## config.mk

```make
export PLATFORM = sky130hd
export DESIGN_NAME = rotor_lock_guard
export DESIGN_NICKNAME = d
export VERILOG_FILES = /design/src/rtl/rlg_pkg.sv /design/src/rtl/rlg_tick_gen.sv /design/src/rtl/rlg_hall_sync.sv /design/src/rtl/rlg_clear_qual.sv /design/src/rtl/rlg_lock_timer.sv /design/src/rtl/rotor_lock_guard.sv
export SDC_FILE = /design/constraint.sdc
export NUM_CORES = 1
export LEC_CHECK = 0
export BUFFER_PORTS_ARGS = -buffer_cell sky130_fd_sc_hd__buf_2
export CORE_ASPECT_RATIO = 1.4
export CORE_UTILIZATION = 40
export CTS_BUF_LIST = sky130_fd_sc_hd__clkbuf_8
export DETAILED_ROUTE_END_ITERATION = 16
export PLACE_DENSITY = 0.72
export SLEW_MARGIN = 0
export SYNTH_ARGS = -nofsm -noshare
export SYNTH_HDL_FRONTEND = slang
export SYNTH_HIERARCHICAL = 1
export SYNTH_SLANG_ARGS = --single-unit
```

## constraint.sdc

```tcl
create_clock -name clk -period 2.9 [get_ports clk]
set_input_delay 0.145 -clock clk [delete_from_list [all_inputs] [get_ports clk]]
set_output_delay 0.145 -clock clk [all_outputs]
set_load 0.005 [all_outputs]
```

## src/rtl/rlg_pkg.sv

```systemverilog
package rlg_pkg;
  // Per-cycle action chosen for the lock timeout counter.
  typedef enum logic [2:0] {
    TMR_IDLE,     // held at zero: not driving, fault latched, or release
    TMR_FROZEN,   // brake active, keep value
    TMR_RESTART,  // Hall activity seen
    TMR_STEP,     // prescaled tick, advance
    TMR_WAIT      // no tick this cycle
  } tmr_act_e;
endpackage

```

## src/rtl/rlg_tick_gen.sv

```systemverilog
module rlg_tick_gen #(
  parameter int unsigned DIV = 1000
) (
  input  logic clk,
  input  logic rst_n,
  output logic tick
);
  generate
    if (DIV <= 1) begin : g_every_clock
      logic on_q;
      always_ff @(posedge clk or negedge rst_n) begin
        if (!rst_n) on_q <= 1'b0;
        else        on_q <= 1'b1;
      end
      assign tick = on_q;
    end else begin : g_divider
      localparam int unsigned CW = $clog2(DIV);
      localparam logic [CW-1:0] LAST = CW'(DIV - 1);
      logic [CW-1:0] div_q;
      always_ff @(posedge clk or negedge rst_n) begin
        if (!rst_n)              div_q <= '0;
        else if (div_q == LAST)  div_q <= '0;
        else                     div_q <= div_q + 1'b1;
      end
      assign tick = (div_q == LAST);
    end
  endgenerate
endmodule

```

## src/rtl/rlg_hall_sync.sv

```systemverilog
module rlg_hall_sync #(
  parameter int unsigned W      = 3,
  parameter int unsigned STAGES = 2
) (
  input  logic         clk,
  input  logic         rst_n,
  input  logic [W-1:0] hall_raw,
  output logic         hall_changed
);
  logic [STAGES-1:0][W-1:0] sh_q;
  logic [W-1:0]             last_q;

  always_ff @(posedge clk or negedge rst_n) begin
    if (!rst_n) begin
      sh_q   <= '0;
      last_q <= '0;
    end else begin
      sh_q[0] <= hall_raw;
      for (int i = 1; i < int'(STAGES); i++) sh_q[i] <= sh_q[i-1];
      last_q <= sh_q[STAGES-1];
    end
  end

  assign hall_changed = (sh_q[STAGES-1] != last_q);
endmodule

```

## src/rtl/rlg_clear_qual.sv

```systemverilog
module rlg_clear_qual #(
  parameter int unsigned STOP_CYCLES = 500,
  parameter int unsigned ZERO_TICKS  = 4
) (
  input  logic clk,
  input  logic rst_n,
  input  logic tick,
  input  logic stop,
  input  logic duty_zero,
  output logic clear_req
);
  localparam int unsigned SW = $clog2(STOP_CYCLES + 1);
  localparam int unsigned ZW = $clog2(ZERO_TICKS + 1);
  localparam logic [SW-1:0] STOP_DONE = SW'(STOP_CYCLES);
  localparam logic [ZW-1:0] ZERO_DONE = ZW'(ZERO_TICKS);

  logic [SW-1:0] stop_run_q;
  logic [ZW-1:0] zero_run_q;

  // consecutive clocks with stop asserted, saturating
  always_ff @(posedge clk or negedge rst_n) begin
    if (!rst_n)                     stop_run_q <= '0;
    else if (!stop)                 stop_run_q <= '0;
    else if (stop_run_q != STOP_DONE) stop_run_q <= stop_run_q + 1'b1;
  end

  // ticks seen while zero duty is held, saturating
  always_ff @(posedge clk or negedge rst_n) begin
    if (!rst_n)                              zero_run_q <= '0;
    else if (!duty_zero)                     zero_run_q <= '0;
    else if (tick && zero_run_q != ZERO_DONE) zero_run_q <= zero_run_q + 1'b1;
  end

  assign clear_req = (stop_run_q == STOP_DONE) || (zero_run_q == ZERO_DONE);
endmodule

```

## src/rtl/rlg_lock_timer.sv

```systemverilog
module rlg_lock_timer
  import rlg_pkg::*;
#(
  parameter int unsigned TW = 16
) (
  input  logic          clk,
  input  logic          rst_n,
  input  logic          tick,
  input  logic          hall_changed,
  input  logic          drive_en,
  input  logic          brake,
  input  logic          clear_req,
  input  logic [TW-1:0] timeout_ticks,
  output logic          lock_fault,
  output logic          timer_expired
);
  logic [TW-1:0] cnt_q, cnt_d;
  logic [TW:0]   cnt_inc;
  logic          fault_q, expired_q, hit;
  tmr_act_e      act;

  always_comb begin
    if (clear_req || !drive_en || fault_q) act = TMR_IDLE;
    else if (brake)                        act = TMR_FROZEN;
    else if (hall_changed)                 act = TMR_RESTART;
    else if (tick)                         act = TMR_STEP;
    else                                   act = TMR_WAIT;
  end

  assign cnt_inc = {1'b0, cnt_q} + (TW+1)'(1);
  assign hit = (act == TMR_STEP) && (timeout_ticks != '0) &&
               (cnt_inc >= {1'b0, timeout_ticks});

  always_comb begin
    case (act)
      TMR_IDLE, TMR_RESTART: cnt_d = '0;
      TMR_STEP:              cnt_d = hit ? '0 : cnt_inc[TW-1:0];
      default:               cnt_d = cnt_q;
    endcase
  end

  always_ff @(posedge clk or negedge rst_n) begin
    if (!rst_n) begin
      cnt_q     <= '0;
      fault_q   <= 1'b0;
      expired_q <= 1'b0;
    end else begin
      cnt_q     <= cnt_d;
      fault_q   <= clear_req ? 1'b0 : (fault_q | hit);
      expired_q <= hit;
    end
  end

  assign lock_fault    = fault_q;
  assign timer_expired = expired_q;
endmodule

```

## src/rtl/rotor_lock_guard.sv

```systemverilog
module rotor_lock_guard #(
  parameter int unsigned PRESCALE    = 1000,
  parameter int unsigned HALL_W      = 3,
  parameter int unsigned SYNC_STAGES = 2,
  parameter int unsigned TIMEOUT_W   = 16,
  parameter int unsigned STOP_CYCLES = 500,
  parameter int unsigned ZERO_TICKS  = 4
) (
  input  logic                 clk,
  input  logic                 rst_n,
  input  logic [HALL_W-1:0]    hall_raw,
  input  logic                 drive_en,
  input  logic                 brake,
  input  logic                 stop,
  input  logic                 duty_zero,
  input  logic [TIMEOUT_W-1:0] timeout_ticks,
  output logic                 lock_fault,
  output logic                 timer_expired,
  output logic                 hs_allow
);
  logic tick, hall_changed, clear_req;

  rlg_tick_gen #(.DIV(PRESCALE)) u_tick (
    .clk(clk), .rst_n(rst_n), .tick(tick)
  );

  rlg_hall_sync #(.W(HALL_W), .STAGES(SYNC_STAGES)) u_hall (
    .clk(clk), .rst_n(rst_n), .hall_raw(hall_raw), .hall_changed(hall_changed)
  );

  rlg_clear_qual #(.STOP_CYCLES(STOP_CYCLES), .ZERO_TICKS(ZERO_TICKS)) u_clr (
    .clk(clk), .rst_n(rst_n), .tick(tick), .stop(stop),
    .duty_zero(duty_zero), .clear_req(clear_req)
  );

  rlg_lock_timer #(.TW(TIMEOUT_W)) u_tmr (
    .clk(clk), .rst_n(rst_n), .tick(tick), .hall_changed(hall_changed),
    .drive_en(drive_en), .brake(brake), .clear_req(clear_req),
    .timeout_ticks(timeout_ticks), .lock_fault(lock_fault),
    .timer_expired(timer_expired)
  );

  // high side is only permitted out of reset and with no latched fault
  assign hs_allow = rst_n & ~lock_fault;
endmodule

```

==> out/summary.txt, run 1 <==
CP most frequent cell = nand4_1
hold path depth = 3
worst r2r src = u_tmr/cnt_q[0]
routed length per placed instance = 13.1 microns
vias per cell = 5.29
worst setup path class = register to register
HP Start = duty_zero
dpl hpwl = 4480 microns
sequential area share after synthesis = 42.1%
Net count, final = 395
Final period util = 101%
H-tree depth = 2
RSZ-0062 raised after global routing = true
Synth Instances = 286
Starting Density = 41.7%
Hold/Removal Path Class = input pin to register
post-synthesis async set-or-reset flop share = 100%
Initial DRT Pass Iterations = 4
CP max-delay cell = dfrtp_1
gr ovfl total = 0
depth of the most critical reg-to-reg path = 13
worst ir drop on vdd = 0.286 mV
Core Area = 6980 sq um
Area contributors post-synth = dfrtp_1 (42%), ha_1 (9.5%), xnor2_1 (4.8%), a32o_1 (3.8%), nand3_1 (3.6%)
Util after Layout = 52.2%
Routed Antenna Nets = 0
IO Port Bufs = 27
Worst setup EP type = register
Clock Pin Slew Worst Setup and Hold Paths = 0.08 ns
power per cell area = 352 nW/um^2
run status = finished, violations left
CP arrival = 3.11 ns
Sink Count = 49
GPL Wtd Cong = 0.835
Buffers & Inverters on Critical Path = 3
number of buffers created by CTS = 5
Worst setup SP type = register
vias in the first global route = 2,329
FF+latch count, synth = 49
Rel. slew slack = 62.2%
# setup viols final = 15
Die Y = 103 microns
Distinct cells, synth = 52
Critical Path RT = 3.08 ns
Worst Hold End = u_clr/zero_run_q[2]
die span in x = 74.1 microns
CP max FO = 10
initial antenna violation count = 0
max incr delay on CP = 0.39 ns
Root Buffer Master = clkbuf_8
PnR worst setup slack = -0.0237 ns
ys flop type = dfrtp_1
CTS tree = built
crit-path leading delay family = compound AO/OA/AOI/OAI gates
Yosys top cell area share = 42.1%
Leakage Power = 0.00180 uW
Max Cap Viol = 0
fin crit period = 2.92 ns
setup TNS = -0.236 ns
R2R setup slack = -0.02 ns
initial DRC count = 95
Mean Syn Cell Area = 10.2 sq um
# diodes = 0
failing checks = negative setup slack
Slew @ Worst Pin = 0.567 ns
clock skew = 0.00781 ns
Max Root-Sink Buffers = 2
Max Slew Vio Count = 0
Top Ports = 28
final wirelength = 5830 microns
CP cell instances = buf_6 -> and3_4 -> nand3_2 -> nor2_2 -> nand4_1 -> xnor2_2 -> ha_1 -> nand4_1 -> buf_4 -> a2111oi_4 -> o21ai_4 -> buf_12 -> a32o_1
YS warnings = 6
largest net degree at the start of global routing = 27
Post-synth EDFFs = 0
fraction of layout cells with a size suffix above 1 = 27.8%
post-synthesis net count = 333
synthesized cell area = 2910 sq um
final hold vios = 0
vias = 2,347
Layout area overhead = 25.1%
Synth area leader = dfrtp_1
Die ar. = 7630 sq um
Worst R2R End = u_tmr/cnt_q[5]
Clock Latency Late Sink = 0.30 ns
FMAX = 342 MHz
first-pass GRT wire length = 9670 microns
overall routing resource usage = 16.6%
Core Rows = 36
drc violations = 0
==> synthesized netlist by cell type, types with 2 or more instances <==
cell type and count:
dfrtp_1 49, ha_1 22, inv_1 21, nand3_1 21
nor2_1 16, xnor2_1 16, nand2_1 13, a32o_1 11
a21o_1 10, nor4_1 10, a21oi_1 8, xor2_1 8
and3_1 7, nand4_1 6, o21ai_0 5, a31o_1 4
mux2i_1 4, buf_2 3, nand2b_1 3, nor2b_1 3
or3_1 3, a21boi_0 2, a31oi_1 2, and2_1 2
and3_2 2, and3_4 2, clkbuf_1 2, nand4_2 2
nand4b_1 2, nor3_1 2, o21a_1 2, o21ba_2 2
o21bai_1 2
==> state kept, by name (all words and copies together) (netlist names) <==
signal	flops
u_tick/g_divider.div_q	10
u_clr/zero_run_q	3
u_tmr/cnt_q	16
u_hall/last_q	3
u_tmr/lock_fault	1
u_tmr/timer_expired	1
u_clr/stop_run_q	9
u_hall/sh_q	6
==> power breakdown <==
group / leakage [uW] / internal [uW] / switching [uW]
clock: 0.0000574 / 280 / 214
sequential: 0.000647 / 692 / 6.31
combinational: 0.00110 / 40.4 / 50.0
total: 0.00180 / 1010 / 271
==> final cells by class <==
type                       instances  area (sq um)
tap                               95           119
fill                             618          3340
inverter                          21          78.8
multi-input combinational        209          1670
timing repair buffer              62           428
clock inverter                     2          37.5
sequential                        49          1230
clock buffer                       6          82.6
==> placed cells by master, fill, tap and decap left out, drive strengths merged, types with 2 or more instances in the layout <==
cell / synthesis / final
nor2b: 4 / 4
a21o: 10 / 10
a31o: 4 / 4
nand2: 13 / 13
nor3: 3 / 3
nand4b: 2 / 2
xor2: 8 / 8
nand2b: 3 / 3
and3: 11 / 11
nor4: 10 / 10
ha: 22 / 22
nand3: 21 / 21
a21boi: 3 / 3
or3: 3 / 3
inv: 21 / 21
xnor2: 16 / 16
o21bai: 2 / 2
dlygate4sd3: 0 / 4
nor2: 16 / 16
a32o: 11 / 11
a21oi: 8 / 8
mux2i: 4 / 4
clkbuf: 3 / 6
nand4: 8 / 8
o21ba: 2 / 2
dfrtp: 49 / 49
buf: 4 / 58
a31oi: 2 / 2
o21a: 3 / 3
and2: 2 / 2
o21ai: 6 / 6
==> repair_timing <==
action | CTS | global route
resized for setup | 9 | 9
hold buffers | 4 | 0
endpoints found under the setup margin | 16 | 18
hold endpoints to repair | 27 | 0
gates cloned | 0 | 0
pin swaps | 8 | 17
buffers inserted | 4 | 3
==> worst reg2reg max path: cells and delay by family (launching register included) <==
kind,cells,cell delay (ns)
adder cells (fa/ha/maj),1,0.30
XOR/XNOR,1,0.21
AND/OR/NAND/NOR,5,0.73
flip-flops,1,0.39
buffers and inverters,3,0.46
AO/OA/AOI/OAI,3,0.73
==> per-stage QoR <==
step | instances | total power, uW | setup WS, ns | cell area (sq um) | hold WS, ns
2_1_floorplan | 286 | 752 | 0.00591 | 2930 | -0.151
3_3_place_gp | 425 | 794 | -0.0348 | 3330 | 0.175
3_5_place_dp | 425 | 798 | -0.114 | 3330 | 0.178
4_1_cts | 441 | 1300 | 0.000426 | 3570 | 0.0663
5_1_grt | 444 | 1350 | -0.189 | 3640 | 0.0687
6_report | 444 | 1280 | -0.0237 | 3640 | 0.0751
==> per-layer routing <==
| layer | part of all wire (%) | GRT usage, % | vias up |
|---|---|---|---|
| met5 | 0 | 0 | - |
| met4 | 1.3 | 6.66 | 0 |
| met3 | 2.8 | 3.23 | 6 |
| met2 | 54 | 31.2 | 46 |
| met1 | 42 | 17.8 | 1127 |
| li1 | - | - | 1168 |
==> logic make-up (layout without fill, tap and decap cells) <==
family / count (synthesis) / in the layout / share of synthesized area [%]
multiplexers: 4 / 4 / 1.37
flip-flops: 49 / 49 / 42.1
adder cells (fa/ha/maj): 22 / 22 / 9.45
XOR/XNOR: 24 / 24 / 7.22
AO/OA/AOI/OAI: 58 / 58 / 15.9
buffers and inverters: 28 / 91 / 4.04
AND/OR/NAND/NOR: 101 / 101 / 20.0
==> how the worst max path moves through the flow <==
| stage | startpoint | to | slack [ns] | cells past startpoint |
|---|---|---|---|---|
| 6_report | u_tmr/cnt_q[0] | u_tmr/cnt_q[5] | -0.02 | 13 |
| 5_1_grt | u_tmr/cnt_q[0] | u_tmr/cnt_q[15] | -0.19 | 13 |
| 4_1_cts | u_tmr/cnt_q[0] | u_tmr/cnt_q[15] | 0.0004 | 14 |
| 3_5_place_dp | u_tmr/cnt_q[0] | u_tmr/cnt_q[9] | -0.11 | 12 |
| 3_3_place_gp | u_tmr/cnt_q[0] | u_tmr/cnt_q[3] | -0.03 | 12 |
| 2_1_floorplan | u_tmr/cnt_q[0] | u_tmr/cnt_q[10] | 0.006 | 13 |
Power figures use the tool's default switching activity.
==> run 2, diff against run 1 <==
Settings changed: GPL_ROUTABILITY_DRIVEN from default to 0, SYNTH_HIERARCHICAL 1 to default.
==> out/summary.txt, run 2 <==
Yosys top cell area share = 41.7% (-0.43 points)
worst setup path class = register to register
Top reg by flops = u_tmr.cnt_q
Critical Path RT = 3.14 ns (+0.06 ns)
# setup viols final = 18 (+3)
Starting Density = 41.9% (+0.16 points)
sequential area share after synthesis = 41.7% (-0.43 points)
YS warnings = 0 (-6)
Root Buffer Master = clkbuf_8
Rel. slew slack = 63.5% (+1.3 points)
max incr delay on CP = 0.41 ns (+0.02 ns)
total power = 1290 uW (+0.45%)
setup TNS = -2.36 ns (-2.13 ns)
CP max FO = 5 (-5)
vias in the first global route = 2,510 (+7.8%)
final wirelength = 6290 microns (+7.8%)
CP max-delay cell = o41ai_2
PnR worst setup slack = -0.186 ns (-0.162 ns)
Worst setup SP type = register
initial DRC count = 125 (+32%)
CP cell instances = ha_2 -> and4_4 -> nand4_1 -> buf_4 -> xnor2_1 -> ha_1 -> nand4_1 -> o41ai_2 -> nand2_1 -> o2111a_2 -> buf_6 -> nor3b_4 -> o221a_2
Net count, final = 403 (+2.0%)
drc violations = 0 (unchanged)
IO Port Bufs = 27 (unchanged)
Layout area overhead = 22.8%
first-pass GRT wire length = 10,800 microns (+11%)
Largest register FFs = 16 (unchanged)
worst ir drop on vdd = 0.188 mV (-34%)
power per cell area = 357 nW/um^2 (+1.3%)
design internal power = 1010 uW (-0.46%)
Worst setup EP type = register
Mean Syn Cell Area = 9.88 sq um (-3.0%)
number of buffers created by CTS = 5 (unchanged)
Initial DRT Pass Iterations = 5 (+1)
Clock Latency Late Sink = 0.30 ns (about the same)
fillcell total = 649 (+5.0%)
Max Root-Sink Buffers = 2 (unchanged)
R2R setup slack = -0.19 ns (-0.16 ns)
Post-synth EDFFs = 0 (unchanged)
dpl hpwl = 4630 microns (+3.2%)
post-synthesis net count = 345 (+3.6%)
Final period util = 106% (+5.6 points)
most frequent cells after synthesis = dfrtp_1 (49), inv_1 (26), ha_1 (22), xnor2_1 (22), nand2_1 (21)
H-tree depth = 2 (unchanged)
most common cell in the netlist = dfrtp_1
Slew @ Worst Pin = 0.548 ns (-0.0188 ns)
Die ar. = 7710 sq um (+1.0%)
RSZ-0062 raised after global routing = true
largest net degree at the start of global routing = 29 (+7.4%)
Core Rows = 36 (unchanged)
crit-path leading delay family = simple AND/OR/NAND/NOR gates
clock skew = 0.00803 ns (+0.000215 ns)
Routed Antenna Nets = 0 (unchanged)
ys flop type = dfrtp_1
Cell Area, Placed = 3330 sq um (about the same)
run status = finished, violations left
Sink Count = 49 (unchanged)
FMAX = 324 MHz (-5.3%)
Hold/Removal Path Class = input pin to register
Synth area leader = dfrtp_1
Core Area = 7030 sq um (+0.65%)
Top Ports = 28 (unchanged)
failing checks = negative setup slack
pre-CTS WS = -0.0752 ns (+0.0393 ns)
clock network fraction of total power = 38.6% (about the same)
Buffers & Inverters on Critical Path = 2 (-1)
fraction of layout cells with a size suffix above 1 = 24.6% (-3.1 points)
final non-filler cell total = 452 (+1.8%)
Clock Pin Slew Worst Setup and Hold Paths = 0.09 ns (about the same)
share of power burned in registers = 54.3% (about the same)
Leakage Power = 0.00166 uW (-7.8%)
Register Area = 1230 sq um (unchanged)
Max Cap Viol = 0 (unchanged)
initial antenna violation count = 0 (unchanged)
FF+latch count, synth = 49 (unchanged)
fin crit period = 3.09 ns (+0.162 ns)
Area contributors post-synth = dfrtp_1 (42%), ha_1 (9.4%), xnor2_1 (6.5%), inv_1 (3.3%), nand3_1 (3.2%)
vias per cell = 5.34 (+0.99%)
Die Y = 103 microns (+0.50%)
CP most frequent cell = nand4_1
CP arrival = 3.33 ns (+0.22 ns)
most common cell after layout, fill and taps aside = dfrtp_1
Largest regs = u_tmr.cnt_q: 16 flops, u_tick.g_divider.div_q: 10 flops, u_clr.stop_run_q: 9 flops
# diodes = 0 (unchanged)
overall routing resource usage = 18.1% (+1.5 points)
synthesized cell area = 2940 sq um (+1.0%)
switch share = 21.8% (+0.71 points)
post-synthesis async set-or-reset flop share = 100% (unchanged)
die span in x = 74.5 microns (+0.50%)
most frequent cells in the layout = dfrtp_1 (49), buf_4 (28), inv_1 (27), buf_2 (27)
routed length per placed instance = 13.9 microns (+5.9%)
CTS tree = built
Comb pwr share = 7.1% (about the same)
Distinct cells, synth = 52 (unchanged)
Synth Instances = 298 (+4.2%)
multi-input combinational cell area = 1660 sq um (-0.90%)
final instance area = 3610 sq um (-0.86%)
final hold vios = 0 (unchanged)
placed insts = 435 (+2.4%)
Sw Pwr = 281 uW (+3.8%)
vias = 2,413 (+2.8%)
Max Slew Vio Count = 0 (unchanged)
gr ovfl total = 0 (unchanged)
## run 2: changes by cell type after synthesis, sizes merged, moves of 5 or more
cell,before,now
xnor2,16,22
inv,21,26
nor4,10,5
a21o,10,0
and2,2,8
a32o,11,0
a22o,0,10
and3,11,4
nand2,13,21
## run 2: power groups by stage
stage | clock network [uW] | registers [uW] | logic (uW)
6_report | 498 | 699 | 91.6
5_1_grt | 533 | 701 | 107
4_1_cts | 511 | 700 | 91.0
3_5_place_dp | 0 | 713 | 86.5
3_3_place_gp | 0 | 713 | 83.8
2_1_floorplan | 0 | 712 | 38.3
## run 2: stage by stage
stage | hold WS [ns] | util (%)
5_1_grt | 0.0867 | 51.4
6_report | 0.0784 | 51.4
4_1_cts | 0.0717 | 50.2
2_1_floorplan | -0.151 | -
3_5_place_dp | 0.166 | 47.4
3_3_place_gp | 0.151 | 47.4
## run 2: metal layers
| metal | share of wire, % | track usage [%] |
|---|---|---|
| met4 | 2.1 | 6.10 |
| met2 | 53 | 34.4 |
| met5 | 0 | 0 |
| met1 | 42 | 20.0 |
| met3 | 3.3 | 3.20 |
## run 2: worst paths after layout
check,start,to,depth (start not counted)
max,u_tmr.cnt_q[0],u_tmr.lock_fault,13
max in group asynchronous,rst_n,u_clr.stop_run_q[6],3
min in group asynchronous,rst_n,u_tmr.cnt_q[5],2
min,duty_zero,u_clr.zero_run_q[0],2
min reg2reg,u_hall.sh_q[0],u_hall.sh_q[3],0
max reg2reg,u_tmr.cnt_q[0],u_tmr.lock_fault,13
## run 2: timing repair
item | 4_1_cts | 5_1_grt
endpoints found under the setup margin | 14 | 18
hold buffers | 4 | 0
resized for setup | 6 | 11
setup buffers | 2 | 3
pin swaps | 3 | 18
endpoints found under the hold margin | 24 | 0
## run 2: area by class of cell
class,count,share of cell area [%]
Multi-Input combinational cell,214,45.9
Inverter,26,2.70
Timing Repair Buffer,60,11.0
Tap cell,95,3.29
Sequential cell,49,33.9
Clock inverter,2,0.935
Clock buffer,6,2.29
## run 2: cell families (layout without fill, tap and decap cells)
kind of cell | after synthesis | after routing | share of synthesized area [%]
AND/OR/NAND/NOR | 108 | 108 | 21.1
AO/OA/AOI/OAI | 53 | 53 | 13.6
flip-flops | 49 | 49 | 41.7
buffers and inverters | 35 | 94 | 4.97
XOR/XNOR | 29 | 29 | 8.63
adder cells (fa/ha/maj) | 22 | 22 | 9.35
multiplexers | 2 | 2 | 0.680
